[src/rtl/wv_pkg.sv]
package wv_pkg;

  localparam int unsigned CNT_W = 9;

  typedef enum logic [2:0] {
    K_NORM  = 3'd0,
    K_DROP  = 3'd1,
    K_BNORM = 3'd2,
    K_BQUAD = 3'd3,
    K_REST  = 3'd4
  } line_kind_e;

  typedef enum logic [1:0] {
    S_TOP  = 2'd0,
    S_DISP = 2'd1,
    S_BOT  = 2'd2,
    S_REST = 2'd3
  } sect_e;

  // Picture line elimination: 525-line drops one in four, 625-line drops
  // three of each eight (half of the first four, a quarter of the next four).
  function automatic logic drop_line(input logic [2:0] k3, input logic pal);
    if (pal) return (k3 == 3'd1) || (k3 == 3'd3) || (k3 == 3'd7);
    return (k3[1:0] == 2'd3);
  endfunction

  function automatic logic is_band(input line_kind_e k);
    return (k == K_BNORM) || (k == K_BQUAD);
  endfunction

  function automatic logic gives_row(input line_kind_e k);
    return (k == K_NORM) || (k == K_BNORM) || (k == K_BQUAD);
  endfunction

endpackage

[src/rtl/wv_line_seq.sv]
module wv_line_seq
  import wv_pkg::*;
#(
  parameter int unsigned TOP_LINES  = 28,
  parameter int unsigned BOT_SMALL  = 27,
  parameter int unsigned BOT_BIG    = 28,
  parameter int unsigned DISP_SMALL = 163,
  parameter int unsigned DISP_BIG   = 169
) (
  input  logic       clk,
  input  logic       rst_n,
  input  logic       line_stb,
  input  logic       field_stb,
  input  logic       wide_en,
  input  logic       pal_sel,
  input  logic       panel_big,
  input  logic       inv_field,
  output line_kind_e kind_q,
  output logic       tog_q
);

  localparam logic [CNT_W-1:0] TOP_N = CNT_W'(TOP_LINES);

  sect_e            sect_q, cur_sect, nx_sect;
  logic [CNT_W-1:0] cnt_q, cur_cnt, nx_cnt;
  logic [CNT_W-1:0] kept_q, cur_kept, nx_kept;
  logic [CNT_W-1:0] bot_n, disp_n;
  line_kind_e       kind_c;
  logic             tog_c;

  assign bot_n  = panel_big ? CNT_W'(BOT_BIG)  : CNT_W'(BOT_SMALL);
  assign disp_n = panel_big ? CNT_W'(DISP_BIG) : CNT_W'(DISP_SMALL);

  // Position of the line being announced now.
  always_comb begin
    if (field_stb) begin
      cur_sect = wide_en ? S_TOP : S_DISP;
      cur_cnt  = '0;
      cur_kept = '0;
    end else begin
      cur_sect = sect_q;
      cur_cnt  = cnt_q;
      cur_kept = kept_q;
    end
  end

  // Classification of the line.
  always_comb begin
    if (!wide_en) kind_c = K_NORM;
    else begin
      unique case (cur_sect)
        S_TOP, S_BOT: kind_c = cur_cnt[0] ? K_BQUAD : K_BNORM;
        S_DISP:       kind_c = drop_line(cur_cnt[2:0], pal_sel) ? K_DROP : K_NORM;
        default:      kind_c = K_REST;
      endcase
    end
  end

  // Polarity toggle decision for the line.
  always_comb begin
    if (is_band(kind_c)) tog_c = !cur_cnt[0];
    else if (inv_field)  tog_c = field_stb;
    else                 tog_c = 1'b1;
  end

  // Position of the following line.
  always_comb begin
    nx_sect = cur_sect;
    nx_cnt  = cur_cnt + 1'b1;
    nx_kept = cur_kept + CNT_W'(kind_c == K_NORM);
    unique case (cur_sect)
      S_TOP: if (nx_cnt == TOP_N) begin
        nx_sect = S_DISP;
        nx_cnt  = '0;
      end
      S_DISP: if (wide_en && kind_c == K_NORM && nx_kept == disp_n) begin
        nx_sect = S_BOT;
        nx_cnt  = '0;
      end
      S_BOT: if (nx_cnt == bot_n) begin
        nx_sect = S_REST;
        nx_cnt  = '0;
      end
      default: nx_cnt = cur_cnt;
    endcase
  end

  always_ff @(posedge clk or negedge rst_n) begin
    if (!rst_n) begin
      sect_q <= S_DISP;
      cnt_q  <= '0;
      kept_q <= '0;
      kind_q <= K_NORM;
      tog_q  <= 1'b0;
    end else if (line_stb) begin
      sect_q <= nx_sect;
      cnt_q  <= nx_cnt;
      kept_q <= nx_kept;
      kind_q <= kind_c;
      tog_q  <= tog_c;
    end
  end

endmodule

[src/rtl/wv_strobe_gen.sv]
module wv_strobe_gen
  import wv_pkg::*;
#(
  parameter int unsigned LINE_CLKS = 16,
  parameter int unsigned SPEEDUP   = 4
) (
  input  logic       clk,
  input  logic       rst_n,
  input  logic       line_stb,
  input  line_kind_e kind,
  output logic       vck_stb,
  output logic       line_mark
);

  localparam int unsigned POS_W = $clog2(LINE_CLKS + 1);
  localparam int unsigned STEP  = LINE_CLKS / SPEEDUP;
  localparam logic [POS_W-1:0] POS_IDLE = POS_W'(LINE_CLKS);

  logic [POS_W-1:0] pos_q;
  logic             quad_hit;

  always_ff @(posedge clk or negedge rst_n) begin
    if (!rst_n)                pos_q <= POS_IDLE;
    else if (line_stb)         pos_q <= '0;
    else if (pos_q != POS_IDLE) pos_q <= pos_q + 1'b1;
  end

  assign line_mark = (pos_q == '0);

  always_comb begin
    quad_hit = 1'b0;
    for (int i = 1; i < int'(SPEEDUP); i++)
      if (pos_q == POS_W'(STEP * i)) quad_hit = 1'b1;
  end

  assign vck_stb = (line_mark && gives_row(kind)) || (kind == K_BQUAD && quad_hit);

endmodule

[src/rtl/wv_polarity.sv]
module wv_polarity (
  input  logic clk,
  input  logic rst_n,
  input  logic line_mark,
  input  logic tog,
  output logic frp
);

  always_ff @(posedge clk or negedge rst_n) begin
    if (!rst_n)                frp <= 1'b0;
    else if (line_mark && tog) frp <= ~frp;
  end

endmodule

[src/rtl/wv_scan_ctrl.sv]
module wv_scan_ctrl
  import wv_pkg::*;
#(
  parameter int unsigned LINE_CLKS  = 16,
  parameter int unsigned SPEEDUP    = 4,
  parameter int unsigned TOP_LINES  = 28,
  parameter int unsigned BOT_SMALL  = 27,
  parameter int unsigned BOT_BIG    = 28,
  parameter int unsigned DISP_SMALL = 163,
  parameter int unsigned DISP_BIG   = 169
) (
  input  logic clk,
  input  logic rst_n,
  input  logic line_stb,
  input  logic field_stb,
  input  logic wide_en,
  input  logic pal_sel,
  input  logic panel_big,
  input  logic inv_field,
  output logic vck_stb,
  output logic frp,
  output logic sblk,
  output logic hst_en,
  output logic en_ok,
  output logic clr_ok
);

  line_kind_e kind_q;
  logic       tog_q;
  logic       line_mark;

  wv_line_seq #(
    .TOP_LINES (TOP_LINES),
    .BOT_SMALL (BOT_SMALL),
    .BOT_BIG   (BOT_BIG),
    .DISP_SMALL(DISP_SMALL),
    .DISP_BIG  (DISP_BIG)
  ) u_seq (
    .clk      (clk),
    .rst_n    (rst_n),
    .line_stb (line_stb),
    .field_stb(field_stb),
    .wide_en  (wide_en),
    .pal_sel  (pal_sel),
    .panel_big(panel_big),
    .inv_field(inv_field),
    .kind_q   (kind_q),
    .tog_q    (tog_q)
  );

  wv_strobe_gen #(
    .LINE_CLKS(LINE_CLKS),
    .SPEEDUP  (SPEEDUP)
  ) u_stb (
    .clk      (clk),
    .rst_n    (rst_n),
    .line_stb (line_stb),
    .kind     (kind_q),
    .vck_stb  (vck_stb),
    .line_mark(line_mark)
  );

  wv_polarity u_pol (
    .clk      (clk),
    .rst_n    (rst_n),
    .line_mark(line_mark),
    .tog      (tog_q),
    .frp      (frp)
  );

  assign sblk   = is_band(kind_q);
  assign hst_en = (kind_q == K_NORM) || (kind_q == K_BNORM);
  assign en_ok  = !is_band(kind_q);
  assign clr_ok = !is_band(kind_q);

endmodule

[config.mk]
export PLATFORM = sky130hd
export DESIGN_NAME = wv_scan_ctrl
export DESIGN_NICKNAME = d
export VERILOG_FILES = /design/src/rtl/wv_pkg.sv /design/src/rtl/wv_line_seq.sv /design/src/rtl/wv_strobe_gen.sv /design/src/rtl/wv_polarity.sv /design/src/rtl/wv_scan_ctrl.sv
export SDC_FILE = /design/constraint.sdc
export NUM_CORES = 1
export LEC_CHECK = 0
export BUFFER_PORTS_ARGS = -buffer_cell sky130_fd_sc_hd__buf_4
export CAP_MARGIN = 20
export CORE_MARGIN = 2
export CORE_UTILIZATION = 40
export DETAILED_ROUTE_END_ITERATION = 16
export PLACE_DENSITY = 0.61
export SLEW_MARGIN = 20
export SYNTH_ARGS = -nofsm -noshare
export SYNTH_HDL_FRONTEND = slang
export SYNTH_SLANG_ARGS = --single-unit
export TNS_END_PERCENT = 5
[constraint.sdc]
create_clock -name clk -period 5.6 [get_ports clk]
set_input_delay 0.28 -clock clk [delete_from_list [all_inputs] [get_ports clk]]
set_output_delay 0.28 -clock clk [all_outputs]
set_load 0.02 [all_outputs]
# ---- Word level (Yosys, flattened, before mapping)
# Index checks and enable logic that the tools add are counted.
dict set report word_totals {
  ff_bits 30
  output_inout_bits 6
}
dict set report op_classes {
  add_sub_neg 3
  eq_ne 17
  muxes 32
  n_bitwise 1
  reduce_logical 20
}
# cell n
set op_table {}
lappend op_table {{two-way mux 9 bit} 5}
lappend op_table {{case mux 9 bit (3 select lines)} 1}
lappend op_table {{== test 9 bit} 2}
lappend op_table {{== test 3 x 2 -> 1 bit, second input constant} 5}
lappend op_table {{two-way mux 1 bit} 15}
lappend op_table {{== test 5 x 4 -> 1 bit, second input constant} 2}
lappend op_table {{two-way mux 5 bit} 2}
lappend op_table {{adder 9 x 1 -> 9 bit} 1}
lappend op_table {{adder 9 x 1 -> 9 bit, second input constant} 1}
lappend op_table {{== test 9 x 5 -> 1 bit, second input constant} 1}
lappend op_table {{two-way mux 2 bit} 4}
lappend op_table {{logical OR 1 bit} 7}
lappend op_table {{logical NOT 3 bit} 2}
lappend op_table {{two-way mux 3 bit} 2}
lappend op_table {{case mux 2 bit (3 select lines)} 1}
lappend op_table {{case mux 3 bit (2 select lines)} 1}
lappend op_table {{adder 5 x 1 -> 5 bit, second input constant} 1}
lappend op_table {{== test 5 x 3 -> 1 bit, second input constant} 1}
lappend op_table {{logical AND 1 bit} 5}
lappend op_table {{logical NOT 5 bit} 1}
lappend op_table {{!= test 5 bit, second input constant} 1}
lappend op_table {{== test 2 bit, second input constant} 2}
lappend op_table {{two-way mux 4 bit} 1}
lappend op_table {{== test 3 x 1 -> 1 bit, second input constant} 1}
lappend op_table {{other kinds (7)} 8}

# ---- Depth between registers and ports, before layout
# Gate-level depths: netlist of the first run.
dict set report depth {
  word_depth 17
  ltp_mapped 20
  depth_no_buf 16
}

# ---- Hierarchy
# Synthesis of the first run repeated with hierarchy kept, for this count alone.
dict set report hier_totals {
  cells_unflattened 218
  hier_area_um2 2040.7
}
# module instances cells_per_inst area_each_um2 seq_area_each_um2
set by_module_without_submodules {}
lappend by_module_without_submodules {wv_line_seq 1 180 1656.6 601.8}
lappend by_module_without_submodules {wv_strobe_gen 1 31 322.8 126.4}
lappend by_module_without_submodules {wv_polarity 1 3 37.5 25.0}
lappend by_module_without_submodules {wv_scan_ctrl 1 4 23.8 0.0}

# ---- Worst setup path before layout of the first run
# No wires, ideal clock.
dict set report synth_timing {
  path_type {input to register}
  startpoint {input port field_stb}
  endpoint {register u_seq.cnt_q[3]}
  setup_ns 0.126
  t_arrival_ns 4.591
  setup_slack_ns 0.883
  path_stages 19
  n_path_buf 5
  cell_sequence {clkbuf_1 -> clkbuf_1 -> clkbuf_1 -> clkbuf_1 -> nand2b_1 -> ha_1 -> a211oi_2 -> a21oi_1 -> or3_1 -> nand2_1 -> ha_1 -> buf_2 -> or4b_1 -> a31oi_1 -> a31oi_1 -> or4_4 -> a311oi_4 -> nor2_2 -> a221o_1}
}
dict set report synth_between {
  elab_chain_len 17
  elab_cells_between_ends 33
}
# element line_no
set synth_rtl {}
lappend synth_rtl {{from (decl)} wv_scan_ctrl.sv:15} ;# input logic field_stb,
lappend synth_rtl {{two-way mux 9 bit} wv_line_seq.sv:36} ;# if (field_stb) begin
lappend synth_rtl {{== test 3 x 1 -> 1 bit or == test 3 x 2 -> 1 bit (tied branches)} wv_pkg.sv:23} ;# if (pal) return (k3 == 3'd1) || (k3 == 3'd3) || (k3 == 3'd7);
lappend synth_rtl {{logical OR 1 bit (2 in series)} wv_pkg.sv:23}
lappend synth_rtl {{two-way mux 1 bit} wv_pkg.sv:23}
lappend synth_rtl {{two-way mux 1 bit} wv_pkg.sv:24} ;# return (k3[1:0] == 2'd3);
lappend synth_rtl {{two-way mux 1 bit} wv_line_seq.sv:51} ;# unique case (cur_sect)
lappend synth_rtl {{two-way mux 1 bit} wv_line_seq.sv:49} ;# if (!wide_en) kind_c = K_NORM;
lappend synth_rtl {{two-way mux 1 bit} wv_line_seq.sv:53} ;# S_DISP: kind_c = drop_line(cur_cnt[2:0], pal_sel) ? K_DROP : K_NORM;
lappend synth_rtl {{case mux 3 bit (2 select lines)} wv_line_seq.sv:51}
lappend synth_rtl {{two-way mux 3 bit} wv_line_seq.sv:49}
lappend synth_rtl {{logical NOT 3 bit} {wv_line_seq.sv:70, wv_line_seq.sv:76}}
lappend synth_rtl {{adder 9 x 1 -> 9 bit} wv_line_seq.sv:70} ;# nx_kept = cur_kept + CNT_W'(kind_c == K_NORM);
lappend synth_rtl {{== test 9 bit} wv_line_seq.sv:76} ;# S_DISP: if (wide_en && kind_c == K_NORM && nx_kept == disp_n) begin
lappend synth_rtl {{logical AND 1 bit} wv_line_seq.sv:76}
lappend synth_rtl {{two-way mux 9 bit} wv_line_seq.sv:76}
lappend synth_rtl {{case mux 9 bit (3 select lines) (*)} wv_line_seq.sv:71} ;# unique case (cur_sect)
lappend synth_rtl {{to (signal assigned)} wv_line_seq.sv:97} ;# cnt_q <= nx_cnt;
lappend synth_rtl {{to (decl)} wv_line_seq.sv:25} ;# logic [CNT_W-1:0] cnt_q, cur_cnt, nx_cnt;
# Mark *: on every way between the ends. The rest lies on a longest branch, timed or not. The select of a mux whose other input is x is not followed.
# A chain may end at the register's enable or synchronous reset.

# ---- Final worst setup path of the first run
dict set report layout_timing {
  startpoint {register u_seq.cnt_q[0]}
  endpoint {register u_seq.cnt_q[3]}
}
dict set report layout_between {
  elab_chain_len 17
  elab_cells_between_ends 27
}
# element line_no
set layout_rtl {}
lappend layout_rtl {{two-way mux 9 bit (*)} wv_line_seq.sv:36}
lappend layout_rtl {{== test 3 x 1 -> 1 bit or == test 3 x 2 -> 1 bit (tied branches)} wv_pkg.sv:23}
lappend layout_rtl {{logical OR 1 bit (2 in series)} wv_pkg.sv:23}
lappend layout_rtl {{two-way mux 1 bit} wv_pkg.sv:23}
lappend layout_rtl {{two-way mux 1 bit} wv_pkg.sv:24}
lappend layout_rtl {{two-way mux 1 bit} wv_line_seq.sv:51}
lappend layout_rtl {{two-way mux 1 bit} wv_line_seq.sv:49}
lappend layout_rtl {{two-way mux 1 bit} wv_line_seq.sv:53}
lappend layout_rtl {{case mux 3 bit (2 select lines)} wv_line_seq.sv:51}
lappend layout_rtl {{two-way mux 3 bit} wv_line_seq.sv:49}
lappend layout_rtl {{logical NOT 3 bit} {wv_line_seq.sv:70, wv_line_seq.sv:76}}
lappend layout_rtl {{adder 9 x 1 -> 9 bit} wv_line_seq.sv:70}
lappend layout_rtl {{== test 9 bit} wv_line_seq.sv:76}
lappend layout_rtl {{logical AND 1 bit} wv_line_seq.sv:76}
lappend layout_rtl {{two-way mux 9 bit} wv_line_seq.sv:76}
lappend layout_rtl {{case mux 9 bit (3 select lines) (*)} wv_line_seq.sv:71}
# Marks and branches as above.

==> flow_summary.ini, run 1 <==
[run_status]
status = completed

[worst_hold_path]
holdPathStages = 3
hold_path_end = u_seq.kind_q[1]
hold_path.startpoint = wide_en
hold_class = in -> reg

[routing]
vias_per_cell = 5.47
drtIter0Drc = 86
firstDrtPassIters = 4
met1_length_microns = 2100
wl_met2_microns = 1910
drt-total-wl_microns = 4230
met3_length_microns = 126
drc = 0
ant_nets = 0
vias = 1728
highest_layer = met4
wl_per_cell_microns = 13.4

[synth]
synth_edf_count = 0
async_flop_share_pct = 100
synth_nets = 254
ys_types = 48
netlist_instances = 239
syn_area_per_cell_sq_um = 8.60
synth_ff_type = dfrtp_1
ys_ff_latch = 30
yosysSeqAreaShare_pct = 36.6
synth.cell_area_sq_um = 2060
yosysWarnings = 0

[layout]
fin_nets = 260
drive_gt1_share_pct = 12.2
syn2layout_area_growth_pct = 13.1
fin_util_pct = 46.1
fin_area_sq_um = 2320
diodes = 0
fillerInstances = 476

[sta]
rsz0062_at_grt = false
setup_viol = 0
final.period_utilization_pct = 79.5
setup_ws_ps = 1150
fmax_ghz = 0.225
slew_headroom_pct = 64.8
hold_viol = 0
tns_ps = 0
fin_worst_skew_ps = 8.53
fin_crit_ps = 4450
tightest_slew_ps = 526
slew_viol_final = 0

[global_route]
grt_overflow = 0
antenna_found_initial = 0
grt_max_degree = 41
grt_pass1_wl_microns = 7270
grt_pass1_vias = 1540
grt_usage_pct = 16.7

[worst_setup_path]
cp_max_fo = 10
timing_worst_setup_path_type = reg -> reg
startpoint_type = flip-flop
worstSetupEndpointType = flip-flop
reg2regPathDepth = 15
critical_path_required_ps = 5760
critPathArrivalTime_ps = 4610
reg2reg_to = u_seq.cnt_q[3]
timing.rr.start = u_seq.cnt_q[0]
rrSetupSlack_ps = 1150

[job]
maxCapViolCount = 0

[cts]
cts_post_setup_buffers_inserted = 0
cts_made_buffers = 5
cts_root_buffer = clkbuf_8
htreeDepth = 2
cts_buffer_depth = 2
clkTransAtPathRegs_ps = 70
clock-sinks = 30
clock_latency_ps = 280
cts_tree = done

[placement]
dp_hpwl_microns = 2920
post_dp_cell_area_sq_um = 2170
dpl_worst_slack_ps = 909
gp_congestion = 0.781
numPortBuffers = 13

[die]
io_pins = 14
fp-row-count = 26
start_util_pct = 40.8
die_area_sq_um = 5730
die_y_microns = 75.7
die_x_microns = 75.7
coreArea_sq_um = 5040

[pwr]
leakagePower_uw = 0.000956
power_density_nw_per_um2 = 294
vdd_drop_max_v = 0.000219
[what timing repair did]
item                      4_1_cts  5_1_grt
hold endpoints to repair       28        0
hold buffers                    1        0
gates resized for setup         0        0
[sequential cells by signal (all words and copies together) (netlist names)]
register	count
u_seq.kind_q	3
u_stb.pos_q	5
u_pol.frp	1
u_seq.tog_q	1
u_seq.sect_q	2
u_seq.cnt_q	9
u_seq.kept_q	9
[cells in the mapped netlist, types with 2 or more instances]
master      n  area (sq um)
nand4b_1    5          43.8
o2bb2ai_1   5          43.8
and3b_1     2          17.5
nor4_1      6          37.5
nand2_1    25          93.8
buf_4       2          15.0
nand3_1     5          25.0
and2_1      4          25.0
o211ai_1    2          15.0
nor3_1      6          30.0
a22o_1      2          17.5
xor2_1      3          26.3
dfstp_2     2          52.6
dfrtp_1    28           701
nor2_1     21          78.8
o22ai_1     4          25.0
nor4b_1     3          26.3
buf_2       4          20.0
o31a_1      2          17.5
nor2b_1     8          50.1
ha_1        7          87.6
a31oi_1     4          25.0
o31ai_1     4          30.0
nand4_1     3          18.8
or3_1       5          31.3
and3_1      3          18.8
a21oi_1    13          65.1
inv_1      11          41.3
mux2i_1     4          40.0
o21ai_0    12          60.1
nand2b_1    2          12.5
a221o_1     3          30.0
nor3b_1     3          22.5
clkbuf_1    9          33.8
xnor2_1     3          26.3
o21bai_1    2          15.0
[cells in the final DEF, fill, tap and decap left out, drive strengths merged, types with 4 or more instances in the layout]
master	Yosys	routed
nor3	6	6
o2bb2ai	5	5
o31ai	4	4
or3	5	5
nand3	6	6
dfrtp	28	28
nor2b	8	8
a31oi	4	4
buf	6	13
nor2	22	22
a21oi	13	13
nand4b	5	5
o22ai	4	4
nor4	6	6
nand2	25	25
ha	7	7
clkbuf	9	6
inv	11	11
mux2i	4	4
o21ai	12	12
and2	4	4
[metrics by stage]
| stage | hold slack [ps] | total power, uW | instances |
|---|---|---|---|
| 2_1_floorplan | -15.6 | 374 | 239 |
| 3_3_place_gp | 240 | 410 | 307 |
| 3_5_place_dp | 242 | 412 | 307 |
| 4_1_cts | 259 | 692 | 316 |
| 5_1_grt | 278 | 721 | 316 |
| 6_report | 277 | 683 | 316 |
[where the power goes]
part           internal [uW]  leakage (uW)  switching, uW  total [uW]
Combinational           60.1      0.000492           73.2         133
Sequential               241      0.000393           33.0         274
Clock                    190     0.0000714           85.3         275
[worst max-delay path, cell delays in order, from the launching register on]
cell,delay [ps]
dfrtp_1,450
and3b_1,280
ha_1,230
a211oi_2,190
a21oi_1,90
or3_1,380
nand2_1,110
ha_1,320
nand3_2,160
or3_1,390
o22ai_1,180
a32oi_1,70
or4_4,540
a311oi_4,540
nor2_2,90
a221o_1,330
[logic make-up (layout without fill, tap and decap cells)]
| group | count (synthesis) | in the layout | share of synthesized area, % |
|---|---|---|---|
| and+or+nand+nor | 106 | 106 | 28.4 |
| AOI/OAI and AO/OA | 59 | 59 | 20.3 |
| DFF | 30 | 30 | 36.6 |
| buffers and inverters | 26 | 33 | 5.36 |
| adders and majority gates | 7 | 7 | 4.26 |
| xor gates and xnor gates | 6 | 6 | 2.56 |
| muxes | 5 | 5 | 2.50 |
[per-layer routing]
| layer | track usage (%) | vias up |
|---|---|---|
| met5 | 0 | - |
| met4 | 6.24 | 0 |
| met3 | 4.23 | 8 |
| met2 | 25.7 | 25 |
| met1 | 22.8 | 810 |
| li1 | - | 885 |
[worst max path at each step]
stage | startpoint | end | slack [ps] | depth (start not counted)
finish | u_seq.cnt_q[0] | u_seq.cnt_q[3] | 1150 | 15
global route | u_seq.cnt_q[0] | u_seq.cnt_q[3] | 800 | 15
CTS | u_seq.cnt_q[0] | u_seq.cnt_q[3] | 1140 | 15
detailed placement | field_stb | u_seq.cnt_q[3] | 910 | 16
global placement | field_stb | u_seq.cnt_q[3] | 1010 | 16
floorplan | field_stb | u_seq.cnt_q[3] | 880 | 19
[final cells by class]
cell class	instances	area [sq um]	area share, %
multi-input cells	183	1190	51.3
flip-flops and latches	30	753	32.4
repair buffers	14	108	4.63
inverters	11	41.3	1.78
clock inverters	2	60.1	2.58
clock buffers	6	82.6	3.55
well taps	70	87.6	3.77
No activity file was read; power rests on OpenSTA's default activity.
==> run 2: changes to the inputs <==
- PLACE_DENSITY: 0.61 -> 0.63
- clock period: 5.6 -> 3.8 ns (I/O delays scaled with it)
==> flow_summary.ini, run 2 (synthesis gave the netlist of run 1 again) <==
[layout]
fillerInstances = 467
syn2layout_area_growth_pct = 20.1
multi_input_area_sq_um = 1250
reg_top3 = u_seq.cnt_q: 9 flops, u_seq.kept_q: 9 flops, u_stb.pos_q: 5 flops
final_cell_mix = dfrtp_1 (28), buf_4 (27), nand2_1 (24)
fin_nets = 277
register_area_sq_um = 753
final_common_cell = dfrtp_1
stdcell_count = 333
drive_gt1_share_pct = 21.3
diodes = 0

[worst_setup_path]
path_depth = 16
crit_start = u_seq.cnt_q[0]
cp_max_fo = 6
startpoint_type = flip-flop
critPathArrivalTime_ps = 3920
critPathBufInv = 1
cp_common_cell = or3_4
crit_chain = and3b_2 -> ha_2 -> a211oi_2 -> a21oi_2 -> or3_4 -> nand2_4 -> ha_4 -> nand3_4 -> or3_4 -> o22ai_2 -> a32oi_1 -> or4_4 -> a311oi_4 -> buf_6 -> nor2_2 -> a221o_1
reg2regPathDepth = 16
path_delay_family = simple AND/OR/NAND/NOR gates
worstSetupEndpointType = flip-flop
critical_path_required_ps = 3970
cpPeakStageDelay_ps = 460
timing_worst_setup_path_type = reg -> reg
rrSetupSlack_ps = 50
cp-endpoint = u_seq.cnt_q[6]
timing.rr.start = u_seq.cnt_q[0]
reg2reg_to = u_seq.cnt_q[6]
slowest_stage = or4_4

[cts]
htreeDepth = 2
clock_latency_ps = 290
cts_made_buffers = 5
cts_tree = done
cts_buffer_depth = 2
clkTransAtPathRegs_ps = 70
clock-sinks = 30
cts_root_buffer = clkbuf_8

[pwr]
vdd_drop_max_v = 0.000156
pwr-share-clk_pct = 30.2
switchingPower_uw = 300
power.internal_uw = 616
leakagePower_uw = 0.00102
power_frac_seq_pct = 43.3
pwr-share-comb_pct = 26.4
sw_frac_of_total_pct = 32.8
power_density_nw_per_um2 = 371

[sta]
final.period_utilization_pct = 98.6
fin_crit_ps = 3750
rsz0062_at_grt = true
slew_headroom_pct = 60.7
tns_ps = 0
tightest_slew_ps = 589
fin_worst_skew_ps = 7.33
setup_viol = 0
fmax_ghz = 0.267
hold_viol = 0
slew_viol_final = 0

[global_route]
grt_max_degree = 37
grt_usage_pct = 17.5
grt_overflow = 0
antenna_found_initial = 0
grt_pass1_vias = 1658
grt_pass1_wl_microns = 7650

[die]
fp-row-count = 26
start_util_pct = 40.8
io_pins = 14
coreArea_sq_um = 5040
die_area_sq_um = 5730
die_x_microns = 75.7
die_y_microns = 75.7

[routing]
vias_per_cell = 5.48
vias = 1824
drt-total-wl_microns = 4540
firstDrtPassIters = 4
wl_per_cell_microns = 13.6
drtIter0Drc = 129
drc = 0
ant_nets = 0

[placement]
numPortBuffers = 13
dp.cells = 322
dp_hpwl_microns = 3110
gp_congestion = 0.772

[job]
maxCapViolCount = 0

[run_status]
status = completed

[worst_hold_path]
hold_class = in -> reg
-- run 2: changes by cell type in the layout (fill, tap and decap cells not counted), sizes merged --
| cell | before | now |
|---|---|---|
| clkinv | 0 | 1 |
| bufinv | 2 | 0 |
| buf | 13 | 30 |
| clkinvlp | 0 | 1 |
-- run 2: power groups by stage --
stage / clock network (uW) / logic [uW] / registers, uW
finish: 277 / 242 / 397
global route: 299 / 270 / 403
CTS: 284 / 238 / 397
detailed placement: 0 / 230 / 403
global placement: 0 / 226 / 402
floorplan: 0 / 170 / 391
-- run 2: worst min-delay path by stage --
stage / end / depth (start not counted) / slack [ps] / from
after floorplan: u_pol.frp / 0 / -110 / rst_n
after global placement: u_seq.cnt_q[6] / 1 / 150 / rst_n
after detailed placement: u_seq.cnt_q[6] / 1 / 150 / rst_n
after CTS: u_seq.kind_q[1] / 3 / 180 / wide_en
after global routing: u_seq.kind_q[1] / 3 / 200 / wide_en
final: u_seq.kind_q[1] / 3 / 190 / wide_en
-- run 2: repair_timing --
action                                  4_1_cts  5_1_grt
endpoints found under the setup margin        8        8
hold buffers                                  1        0
hold endpoints to repair                     28        0
pin swaps                                     1        1
setup buffers                                 2        0
gates resized for setup                       5        6
-- run 2: area by class of cell --
type                            instances  share of cell area, %
Timing Repair Buffer                   31                   9.98
Clock buffer                            6                   3.34
Clock inverter                          2                  0.507
Inverter                               11                   1.67
Sequential cell                        30                   30.5
Tap cell                               70                   3.55
Multi-Input combinational cell        183                   50.5
-- run 2: worst reg2reg max path: stages (launching register included) --
cell and delay, ps:
dfrtp_1 400, and3b_2 230, ha_2 170, a211oi_2 210, a21oi_2 90, or3_4 350, nand2_4 80, ha_4 150
nand3_4 80, or3_4 350, o22ai_2 180, a32oi_1 90, or4_4 460, a311oi_4 260, buf_6 170, nor2_2 50
a221o_1 300
-- run 2: per-stage QoR --
step / worst slack (ps) / hold slack (ps) / utilization [%] / area, sq um / total power, uW
6_report: 51.5 / 192 / 49.0 / 2470 / 916
5_1_grt: -147 / 198 / 49.0 / 2470 / 972
4_1_cts: 17.8 / 184 / 48.5 / 2450 / 919
3_5_place_dp: -84.3 / 150 / 45.7 / 2300 / 632
3_3_place_gp: -22.3 / 147 / 45.7 / 2300 / 628
2_1_floorplan: -300 / -106 / - / 2120 / 561
-- run 2: per-layer routing --
| metal | up-vias | global-route usage, % | part of all wire [%] |
|---|---|---|---|
| met4 | 0 | 4.68 | 1.3 |
| met3 | 6 | 4.37 | 3.1 |
| met2 | 28 | 28.7 | 47 |
| li1 | 920 | - | - |
| met5 | - | 0 | 0 |
| met1 | 870 | 23.1 | 49 |
==> run 3: changes to the inputs <==
- ABC_AREA: default -> 1
- RECOVER_POWER: default -> 25
==> flow_summary.ini, run 3 <==
[worst_setup_path]
cp_max_fo = 8
crit_start = u_seq.cnt_q[0]
reg2regPathDepth = 20
timing_worst_setup_path_type = reg -> reg
critPathArrivalTime_ps = 3090
startpoint_type = flip-flop
timing.rr.start = u_seq.cnt_q[0]
worstSetupEndpointType = flip-flop
critical_path_required_ps = 3980
reg2reg_to = u_seq.cnt_q[5]
rrSetupSlack_ps = 890
cp-endpoint = u_seq.cnt_q[5]

[sta]
final.period_utilization_pct = 76.6
slew_viol_final = 31
fin_worst_skew_ps = 6.71
fmax_ghz = 0.344
tns_ps = 0
tightest_slew_ps = 1710
rsz0062_at_grt = false
hold_viol = 0
slew_headroom_pct = -14.1
hold_slack_ps = 215
setup_viol = 0
setup_ws_ps = 891
fin_crit_ps = 2910

[routing]
ant_nets = 0
wl_per_cell_microns = 11.9
vias_per_cell = 4.90
vias = 1996
drtIter0Drc = 59
drc = 0
drt-total-wl_microns = 4860
firstDrtPassIters = 4

[die]
die_x_microns = 79.4
die_y_microns = 79.4
io_pins = 14
fp-row-count = 27
die_area_sq_um = 6300
coreArea_sq_um = 5510
start_util_pct = 41.3

[layout]
multi_input_area_sq_um = 1300
syn2layout_area_growth_pct = 10.7
reg_top3 = u_seq.cnt_q: 9 flops, u_seq.kept_q: 9 flops, u_stb.pos_q: 5 flops
drive_gt1_share_pct = 17.0
final_common_cell = nand2_1
register_area_sq_um = 753
fillerInstances = 556
fin_nets = 349
final_cell_mix = nand2_1 (100), inv_1 (34), nor2_1 (33)
stdcell_count = 407
diodes = 0
fin_area_sq_um = 2520

[synth]
yosys.area_share.xor_xnor_pct = 1.54
synth_edf_count = 0
synth_ff_type = dfrtp_1
synth_top_area_cell = dfrtp_1
synth_top_family_by_area = simple AND/OR/NAND/NOR gates
yosysSeqAreaShare_pct = 33.1
yosysWarnings = 0
synth.cell_area_sq_um = 2270
syn_area_per_cell_sq_um = 7.08
ys_types = 35
synthAdderAreaFrac_pct = 3.85
async_flop_share_pct = 100
synth_top_cell_area_share_pct = 30.8
netlist_instances = 321
synth_nets = 336
synth.most_common_cell = nand2_1
ys_ff_latch = 30
synth-compound-area-share_pct = 9.03
ys_top_cells_by_count = nand2_1 (100), inv_1 (34), nor2_1 (33), dfrtp_1 (28), nand3_1 (24)
yosys-top-cells-area = dfrtp_1 (31%), nand2_1 (17%), inv_1 (5.6%)
synthMuxAreaShare_pct = 0
synthSimpleGateAreaFrac_pct = 42.8

[cts]
clock_latency_ps = 290
cts_post_setup_buffers_inserted = 0
clkTransAtPathRegs_ps = 70
htreeDepth = 2
cts_made_buffers = 5
cts_tree = done
cts_buffer_depth = 2
cts_root_buffer = clkbuf_8
clock-sinks = 30

[placement]
post_dp_cell_area_sq_um = 2400
numPortBuffers = 13
dp.cells = 398
dp_hpwl_microns = 3540
dpl_worst_slack_ps = 849
gp_congestion = 0.813

[pwr]
leakagePower_uw = 0.00119
vdd_drop_max_v = 0.000157
power_density_nw_per_um2 = 349

[global_route]
grt_usage_pct = 17.4
grt_pass1_wl_microns = 8550
grt_max_degree = 31
grt_overflow = 0
grt_pass1_vias = 1913
antenna_found_initial = 0

[run_status]
violations = max-capacitance violations, max-slew violations
status = finished, violations left

[job]
maxCapViolCount = 1

[worst_hold_path]
hold_class = in -> reg
[run 3: cell types whose count changed in the layout (fill, tap and decap cells not counted), moves of 7 or more]
cell	delta
nor2b_1	-8
nand3_1	+19
inv_1	+23
a21oi_1	-7
nand2_2	+11
nand2_1	+76
nor2_1	+12
buf_4	-15
[run 3: cells by family after synthesis]
| family | count (synthesis) |
|---|---|
| AOI/OAI and AO/OA | 35 |
| xor gates and xnor gates | 4 |
| adders and majority gates | 7 |
| buffers and inverters | 47 |
| DFF | 30 |
| and+or+nand+nor | 198 |
[run 3: timing repair]
action | in CTS | in global routing
hold buffers | 1 | 0
endpoints found under the setup margin | 0 | 0
hold endpoints to repair | 28 | 0
gates resized for setup | 0 | 0
[run 3: worst max-delay path: stages (launching register included)]
cell and delay [ps]:
dfrtp_1 440, nand3_4 150, inv_1 80, ha_1 190, nor3_1 230, a21boi_1 90
nand2_1 80, nand3_1 90, inv_1 90, ha_1 210, nand3_2 140, nor2_4 160
nand2_2 80, o21ai_2 150, nand2_1 80, nor2_2 120, nand3_2 80, nand2_2 80
nand3_4 110, nand2_1 80, nand2_1 50
[run 3: final cells by class]
| cell class | instances | share of cell area (%) |
|---|---|---|
| clock buffers | 5 | 2.73 |
| clock inverters | 3 | 1.59 |
| inverters | 39 | 6.32 |
| well taps | 72 | 3.58 |
| multi-input cells | 244 | 51.7 |
| flip-flops and latches | 30 | 29.9 |
| repair buffers | 14 | 4.13 |
[run 3: how the worst min path moves through the flow]
| stage | startpoint | to | slack [ps] | cells past startpoint |
|---|---|---|---|---|
| after CTS | line_stb | u_stb.pos_q[4] | 210 | 2 |
| after global routing | line_stb | u_stb.pos_q[4] | 230 | 2 |
| after floorplan | rst_n | u_pol.frp | -110 | 0 |
| after detailed placement | rst_n | u_stb.pos_q[3] | 160 | 1 |
| final | line_stb | u_stb.pos_q[4] | 210 | 2 |
| after global placement | rst_n | u_stb.pos_q[3] | 150 | 1 |
[run 3: stage by stage]
| stage | total power [uW] | utilization, % |
|---|---|---|
| 5_1_grt | 932 | 45.7 |
| 2_1_floorplan | 503 | - |
| 4_1_cts | 892 | 45.8 |
| 3_3_place_gp | 559 | 43.6 |
| 6_report | 879 | 45.7 |
| 3_5_place_dp | 560 | 43.6 |
[run 3: metal layers]
layer  vias to the layer above  global-route usage, %  wire length, microns
met5                         -                      0                     0
met4                         0                   6.21                    65
met3                         8                   3.05                   101
met2                        11                   30.7                  2350
met1                       913                   21.1                  2350
li1                       1064                      -                     -
[run 3: where the power goes]
group / total [uW] / internal (uW) / switching, uW
clock: 327 / 193 / 134
combinational: 184 / 68.2 / 116
sequential: 368 / 345 / 23.9
